===== src/rtl/lp_compare_counter.sv =====
module lp_compare_counter #(
  parameter int CNT_W  = 24,
  parameter int ADDR_W = 4
) (
  input  logic              clk,
  input  logic              rst_n,
  input  logic              dbg_halt,
  input  logic              wr_en,
  input  logic [ADDR_W-1:0] wr_addr,
  input  logic [CNT_W-1:0]  wr_data,
  input  logic [ADDR_W-1:0] rd_addr,
  output logic [CNT_W-1:0]  rd_data,
  output logic [CNT_W-1:0]  count,
  output logic              irq
);
  localparam int NCMP    = 2;
  localparam int CTL_W   = 3;
  localparam int FLG_W   = NCMP + 1;
  localparam int A_CTRL  = 0;
  localparam int A_IEN   = 1;
  localparam int A_FLAG  = 2;
  localparam int A_FRZ   = 3;
  localparam int A_CMP   = 4;
  localparam int A_CNT   = 8;

  logic [CTL_W-1:0] ctrl_q, ctrl_s;
  logic [CNT_W-1:0] cmp_q [NCMP];
  logic [CNT_W-1:0] cmp_s [NCMP];
  logic [FLG_W-1:0] ien_q, flg_q, flg_set, flg_clr;
  logic             frz_q;
  logic [CNT_W-1:0] cnt_q, top;
  logic             w_ctrl, w_ien, w_flag, w_frz, release_frz, run, at_top;
  logic [NCMP-1:0]  w_cmp;

  assign w_ctrl      = wr_en && (wr_addr == ADDR_W'(A_CTRL));
  assign w_ien       = wr_en && (wr_addr == ADDR_W'(A_IEN));
  assign w_flag      = wr_en && (wr_addr == ADDR_W'(A_FLAG));
  assign w_frz       = wr_en && (wr_addr == ADDR_W'(A_FRZ));
  assign release_frz = frz_q && w_frz && !wr_data[0];

  assign run    = ctrl_q[0] && (!dbg_halt || ctrl_q[1]);
  assign top    = ctrl_q[2] ? cmp_q[0] : {CNT_W{1'b1}};
  assign at_top = (cnt_q == top);

  always_ff @(posedge clk or negedge rst_n) begin
    if (!rst_n) begin
      ctrl_s <= '0;
      ctrl_q <= '0;
    end else begin
      if (w_ctrl) ctrl_s <= wr_data[CTL_W-1:0];
      if (w_ctrl && !frz_q) ctrl_q <= wr_data[CTL_W-1:0];
      else if (release_frz) ctrl_q <= ctrl_s;
    end
  end

  for (genvar k = 0; k < NCMP; k++) begin : g_cmp
    assign w_cmp[k] = wr_en && (wr_addr == ADDR_W'(A_CMP + k));
    always_ff @(posedge clk or negedge rst_n) begin
      if (!rst_n) begin
        cmp_s[k] <= '0;
        cmp_q[k] <= '0;
      end else begin
        if (w_cmp[k]) cmp_s[k] <= wr_data;
        if (w_cmp[k] && !frz_q) cmp_q[k] <= wr_data;
        else if (release_frz) cmp_q[k] <= cmp_s[k];
      end
    end
    assign flg_set[k+1] = run && (cnt_q == cmp_q[k]);
  end

  assign flg_set[0] = run && at_top;
  assign flg_clr    = w_flag ? wr_data[FLG_W-1:0] : '0;

  always_ff @(posedge clk or negedge rst_n) begin
    if (!rst_n) begin
      cnt_q <= '0;
      flg_q <= '0;
      ien_q <= '0;
      frz_q <= 1'b0;
    end else begin
      if (!ctrl_q[0])  cnt_q <= '0;
      else if (run)    cnt_q <= at_top ? '0 : cnt_q + 1'b1;
      flg_q <= (flg_q & ~flg_clr) | flg_set;
      if (w_ien) ien_q <= wr_data[FLG_W-1:0];
      if (w_frz) frz_q <= wr_data[0];
    end
  end

  assign count = cnt_q;
  assign irq   = |(flg_q & ien_q);

  always_comb begin
    rd_data = '0;
    case (int'(rd_addr))
      A_CTRL:    rd_data[CTL_W-1:0] = ctrl_s;
      A_IEN:     rd_data[FLG_W-1:0] = ien_q;
      A_FLAG:    rd_data[FLG_W-1:0] = flg_q;
      A_FRZ:     rd_data[0]         = frz_q;
      A_CMP:     rd_data            = cmp_s[0];
      A_CMP + 1: rd_data            = cmp_s[1];
      A_CNT:     rd_data            = cnt_q;
      default:   rd_data            = '0;
    endcase
  end

  p_hold_disabled_r2: assert property (@(posedge clk) disable iff (!rst_n)
    !ctrl_q[0] |=> (cnt_q == '0));

  p_step_r2: assert property (@(posedge clk) disable iff (!rst_n)
    (run && !at_top) |=> (cnt_q == $past(cnt_q) + 1'b1));

  p_wrap_r4: assert property (@(posedge clk) disable iff (!rst_n)
    (run && at_top) |=> ((cnt_q == '0) && flg_q[0]));

  p_cmp1_hit_r5: assert property (@(posedge clk) disable iff (!rst_n)
    (run && (cnt_q == cmp_q[1])) |=> flg_q[2]);

  p_halt_r6: assert property (@(posedge clk) disable iff (!rst_n)
    (dbg_halt && !ctrl_q[1]) |=> ($stable(cnt_q) || (cnt_q == '0)));

  p_quiet_irq_r8: assert property (@(posedge clk) disable iff (!rst_n)
    (ien_q == '0) |-> !irq);

  p_frozen_r10: assert property (@(posedge clk) disable iff (!rst_n)
    (frz_q && !w_frz) |=> ($stable(ctrl_q) && $stable(cmp_q[0]) && $stable(cmp_q[1])));
endmodule


===== config.mk =====
export PLATFORM = sky130hd
export DESIGN_NAME = lp_compare_counter
export DESIGN_NICKNAME = d
export VERILOG_FILES = /design/src/rtl/lp_compare_counter.sv
export SDC_FILE = /design/constraint.sdc
export NUM_CORES = 1
export LEC_CHECK = 0
export ABC_AREA = 1
export BUFFER_PORTS_ARGS = -buffer_cell sky130_fd_sc_hd__buf_4
export CAP_MARGIN = 20
export CORE_MARGIN = 5
export CORE_UTILIZATION = 45
export CTS_CLUSTER_SIZE = 30
export DETAILED_ROUTE_END_ITERATION = 8
export GPL_TIMING_DRIVEN = 0
export PLACE_DENSITY = 0.69
export SKIP_CTS_REPAIR_TIMING = 1
export SYNTH_ARGS = -nofsm -noshare
export SYNTH_HDL_FRONTEND = slang
export SYNTH_SLANG_ARGS = --single-unit

===== constraint.sdc =====
create_clock -name clk -period 3.11 [get_ports clk]
set_input_delay 0.4665 -clock clk [delete_from_list [all_inputs] [get_ports clk]]
set_output_delay 0.4665 -clock clk [all_outputs]
set_load 0.01 [all_outputs]

==> results.md, run 1 <==
* Yosys warning count at 0
* CP max FO at 10
* Final worst-path cycle share at 0.862
* Hold_ws at 0.262 ns
* Antenna viol nets, final at 0
* Fin crit period at 2.68 ns
* Peak supply drop at 387 uV
* Met3 usage at 0.0569
* Mean Syn Cell Area at 7.04 um2
* RR Endpoint: count[18]
* Post-synthesis async set-or-reset flop share at 1.00
* Leakage at 0.00473 uW
* Die area at 20500 um2
* Core ar. at 17400 um2
* Vias in the first global route at 8022
* Final WL at 29.9 mm
* Sequential area share after synthesis at 0.417
* Primary FF master, synth: dfrtp_1
* DR WL/cell at 20.2 um
* RSZ-0062 raised after global routing: false
* Clk slew on worst S/H paths at 0.06 ns
* Multi-input logic area at 3770 um2
* Residual DRC at 0
* Initial Utilization at 0.460
* Met1 Use GR at 0.400
* Worst EP required at 2.64 ns
* Worst R2R Start: ctrl_q[2]
* Antenna cells at 0
* Via count at 8220
* Layout cell share with drive strength beyond 1 at 0.150
* Fin. max-slew vios at 0
* Starting DRT DRC Count at 740
* Final setup viols at 0
* Slew headroom at 0.498
* Syn Inst Count at 1133
* Setup TNS at 0 ns
* Initial antenna violation count at 0
* Clock root cell: clkbuf_16
* Cell taking the most area after synthesis: dfrtp_1
* Die Ht at 143 um
* Post-synthesis cell type count at 37
* Commonest cells post-synth: nand2_1, inv_1, dfrtp_1, nor2_1, o21ai_0
* Rows at 48
* Clock Skews at 0.00667 ns
* Hold endpoint: cmp_s[5]
* Synthesized cell area at 7980 um2
* Hold Path Depth at 3
* Reg2Reg Depth at 10
* Grt met2 use at 0.472
* Sequential cell area at 3330 um2
* Top-area cell type share of the netlist area at 0.417
* GPL Wtd Cong at 0.977
* First-pass GRT wire length at 45.6 mm
* CTS sink count at 133
* Slew @ Worst Pin at 0.753 ns
* FF+latch count, synth at 133
* Top-count cell post-synth: nand2_1
* IO Port Bufs at 84
* DR pass1 iterations at 6
* Worst min path class: in -> reg
* Pwr dens at 652 nW/um2
* H-tree Lvls at 4
* Final hold violation count at 0
* CTS tree: built
* Clock tree buffer depth at 2
* Area growth syn-to-layout at 19.9%
* Busiest layer in global routing: met2
* WP data arrival at 2.21 ns
* Total Power at 6240 uW
* Clock latency on the worst-skew pair at 0.43 ns
* GR Util All Layers at 0.297
* Die Width at 143 um
* Setup crit start kind: primary input
* CP endpoint kind: primary output
* Via density at 5.57
* DP Wirelength at 22.7 mm
* Max Clock Freq at 373 MHz
* Syn nets at 1170
* CTS buffer count at 17
* Grt ovf at 0
* CP Class: in -> out
* Status: complete, no violations
* Synth top area cells: dfrtp_1, nand2_1, inv_1
* Max_cap viols at 0
* Pin count of the biggest net entering global routing at 97
* Register-to-register setup slack at 1.03 ns
* IO Pins at 85
* Final-stage net count at 1275
* Filler cells at 1701
* Post-synth EDFFs at 0
* HP Start: wr_data[5]
[stage by stage]
stage	setup slack, ns	instances	cell area, um2	utilization
floorplan	1.26	1133	7980	-
global placement	0.455	1442	8890	0.512
detailed placement	0.505	1443	8920	0.514
CTS	0.492	1475	9560	0.551
global route	0.336	1476	9570	0.551
finish	0.430	1476	9570	0.551
[cell usage in the layout, fill, tap and decap left out, types with 2 or more instances in the layout]
master	count
nand2_1	370
xnor2_1	6
a21oi_1	36
nor3_1	16
o22ai_1	20
clkinv_4	2
o21ai_1	2
xor2_1	9
clkbuf_16	17
dfrtp_1	133
buf_6	6
inv_6	2
nor3b_1	3
nor2_4	2
o21ai_0	99
nand2_4	3
bufinv_16	4
a31oi_1	2
buf_4	98
clkbuf_1	15
nand2_2	8
nand3_1	35
nor2_1	106
inv_1	134
o221ai_1	32
o211ai_1	15
o21a_1	4
clkinv_2	3
nand4_1	16
inv_2	9
o2111ai_1	3
buf_2	21
nor2_2	5
clkinvlp_4	3
[final cells by class]
class                   count  share of cell area
clock inverters            14              0.0208
flip-flops and latches    133               0.348
multi-input cells         798               0.394
inverters                 145              0.0570
clock buffers              18              0.0459
well taps                 225              0.0294
repair buffers             86              0.0702
plain buffers              57              0.0349
[worst max-delay path by stage]
stage	from	end	slack, ns	cells past startpoint
2_1_floorplan	rd_addr[1]	rd_data[18]	1.26	6
3_3_place_gp	rd_addr[1]	rd_data[18]	0.45	8
3_5_place_dp	rd_addr[1]	rd_data[18]	0.50	8
4_1_cts	rd_addr[1]	rd_data[18]	0.49	8
5_1_grt	rd_addr[1]	rd_data[18]	0.34	8
6_report	rd_addr[1]	rd_data[18]	0.43	8
[where the power goes]
group / internal, uW / total, uW / switching [uW]
Clock: 1370 / 2200 / 831
Sequential: 2150 / 2450 / 296
Combinational: 550 / 1590 / 1040
[worst max-delay path: stages]
cell      delay, ns
buf_4          0.12
nor2_1         0.24
nand3_1        0.34
clkinv_1       0.33
buf_2          0.30
nand2_1        0.09
o221ai_1       0.12
buf_4          0.18
[cell families after synthesis]
family | Yosys count | synth area share
DFF | 133 | 0.417
and+or+nand+nor | 568 | 0.294
adders and majority gates | 1 | 0.00157
AOI/OAI and AO/OA | 214 | 0.160
xor gates and xnor gates | 15 | 0.0165
buffers and inverters | 202 | 0.110
[registers in the layout, summed over array words and instances, names as in the netlist]
| signal | flops |
|---|---|
| cmp_q | 48 |
| cmp_s | 48 |
| count | 24 |
| ctrl_q | 3 |
| ctrl_s | 3 |
| flg_q | 3 |
| frz_q | 1 |
| ien_q | 3 |
[routing by layer]
layer	share of wire	vias up
met5	0	-
met4	0.034	0
met2	0.46	408
met3	0.090	65
li1	-	3873
met1	0.42	3874
Power figures use the tool's default switching activity.
==> run 2, diff against run 1 <==
--- a/config.mk
+++ b/config.mk
@@ -6,14 +6,14 @@
 export NUM_CORES = 1
 export LEC_CHECK = 0
 export ABC_AREA = 1
-export BUFFER_PORTS_ARGS = -buffer_cell sky130_fd_sc_hd__buf_4
 export CAP_MARGIN = 20
 export CORE_MARGIN = 5
 export CORE_UTILIZATION = 45
 export CTS_CLUSTER_SIZE = 30
 export DETAILED_ROUTE_END_ITERATION = 8
+export DONT_BUFFER_PORTS = 1
 export GPL_TIMING_DRIVEN = 0
-export PLACE_DENSITY = 0.69
+export PLACE_DENSITY = 0.65
 export SKIP_CTS_REPAIR_TIMING = 1
 export SYNTH_ARGS = -nofsm -noshare
 export SYNTH_HDL_FRONTEND = slang
==> results.md, run 2 (same netlist as run 1, synthesis figures left out) <==
* Initial Utilization at 0.460
* IO Pins at 85
* Most common cell after layout, fill and taps aside: nand2_1
* Rows at 48
* Die Ht at 143 um
* Fin crit period at 2.48 ns
* Final WL at 29.1 mm
* DP Wirelength at 22.0 mm
* Antenna cells at 0
* Area growth syn-to-layout at 10.8%
* Pin count of the biggest net entering global routing at 134
* First-pass GRT wire length at 44.1 mm
* Leakage at 0.00425 uW
* Slew @ Worst Pin at 0.741 ns
* Fin worst setup slack at 0.630 ns
* Setup TNS at 0 ns
* Core ar. at 17400 um2
* DR pass1 iterations at 5
* Final hold violation count at 133
* CTS buffer count at 17
* DR WL/cell at 21.0 um
* Pwr dens at 667 nW/um2
* CTS sink count at 133
* Residual DRC at 0
* Hold_ws at -0.272 ns
* Clk slew on worst S/H paths at 0.06 ns
* Slew headroom at 0.506
* Clock root cell: clkbuf_16
* Die area at 20500 um2
* Status: finished, violations left
* Grt ovf at 0
* Via count at 7916
* Dpl ws at 0.700 ns
* Setup crit start kind: primary input
* Worst EP required at 2.64 ns
* Failing checks: negative hold slack
* H-tree Lvls at 4
* Most frequent cells in the layout: nand2_1, inv_1, dfrtp_1
* CP Class: in -> out
* Clock tree buffer depth at 2
* Layout cell share with drive strength beyond 1 at 0.0868
* Worst min path class: in -> async
* GPL Wtd Cong at 0.973
* Peak supply drop at 434 uV
* GR Util All Layers at 0.289
* Die Width at 143 um
* Initial antenna violation count at 0
* Final setup viols at 0
* Final-stage net count at 1189
* CTS tree: built
* Final worst-path cycle share at 0.797
* Starting DRT DRC Count at 693
* CP endpoint kind: primary output
* Vias in the first global route at 7548
* CP max FO at 10
* Clock Skews at 0.0150 ns
* Total Power at 5900 uW
* Max Clock Freq at 403 MHz
* IO Port Bufs at 0
* WP data arrival at 2.01 ns
* Fin. max-slew vios at 0
* Clock latency on the worst-skew pair at 0.43 ns
* Max_cap viols at 0
* RSZ-0062 raised after global routing: false
* Antenna viol nets, final at 0
* Via density at 5.70
* Filler cells at 1735
run 2: routing by layer:
| layer | part of all wire | GRT usage |
|---|---|---|
| met2 | 0.45 | 0.451 |
| met1 | 0.42 | 0.390 |
| met4 | 0.038 | 0.119 |
| met3 | 0.091 | 0.0646 |
| met5 | 0 | 0 |
run 2: layout make-up:
class,instances,area [um2],share of cell area
sequential,133,3330,0.377
clock buffer,20,457,0.0517
tap,225,282,0.0318
inverter,145,546,0.0617
clock inverter,11,124,0.0140
buffer,57,334,0.0378
multi-input combinational,798,3770,0.426
run 2: final timing paths:
path                            start           to  slack (ns)  cells past startpoint
max reg2reg                 ctrl_q[2]    count[20]        0.97                     10
min reg2reg                 cmp_s[29]    cmp_s[29]        0.49                      2
max in group asynchronous       rst_n    cmp_s[15]        3.11                      0
min in group clk           wr_data[2]     cmp_s[2]        0.15                      2
max                        rd_addr[1]  rd_data[18]        0.63                      6
min                             rst_n    count[14]       -0.27                      0
run 2: metrics by stage:
step | hold WS (ns) | area, um2 | instances | util
after floorplan | 0.171 | 7980 | 1133 | -
after global placement | 0.176 | 8260 | 1358 | 0.476
after detailed placement | 0.175 | 8260 | 1358 | 0.476
after CTS | -0.281 | 8840 | 1389 | 0.509
after global routing | -0.286 | 8840 | 1389 | 0.509
final | -0.272 | 8840 | 1389 | 0.509
run 2: worst max-delay path, cell delays in order:
cell      delay [ns]
nor2_1          0.24
nand3_1         0.37
clkinv_1        0.33
buf_2           0.31
nand2_1         0.08
o221ai_1        0.20
run 2: power breakdown:
| part | switching (uW) | leakage (uW) | internal, uW |
|---|---|---|---|
| Clock | 813 | 0.000279 | 1220 |
| Sequential | 304 | 0.00163 | 2150 |
| Combinational | 930 | 0.00234 | 478 |
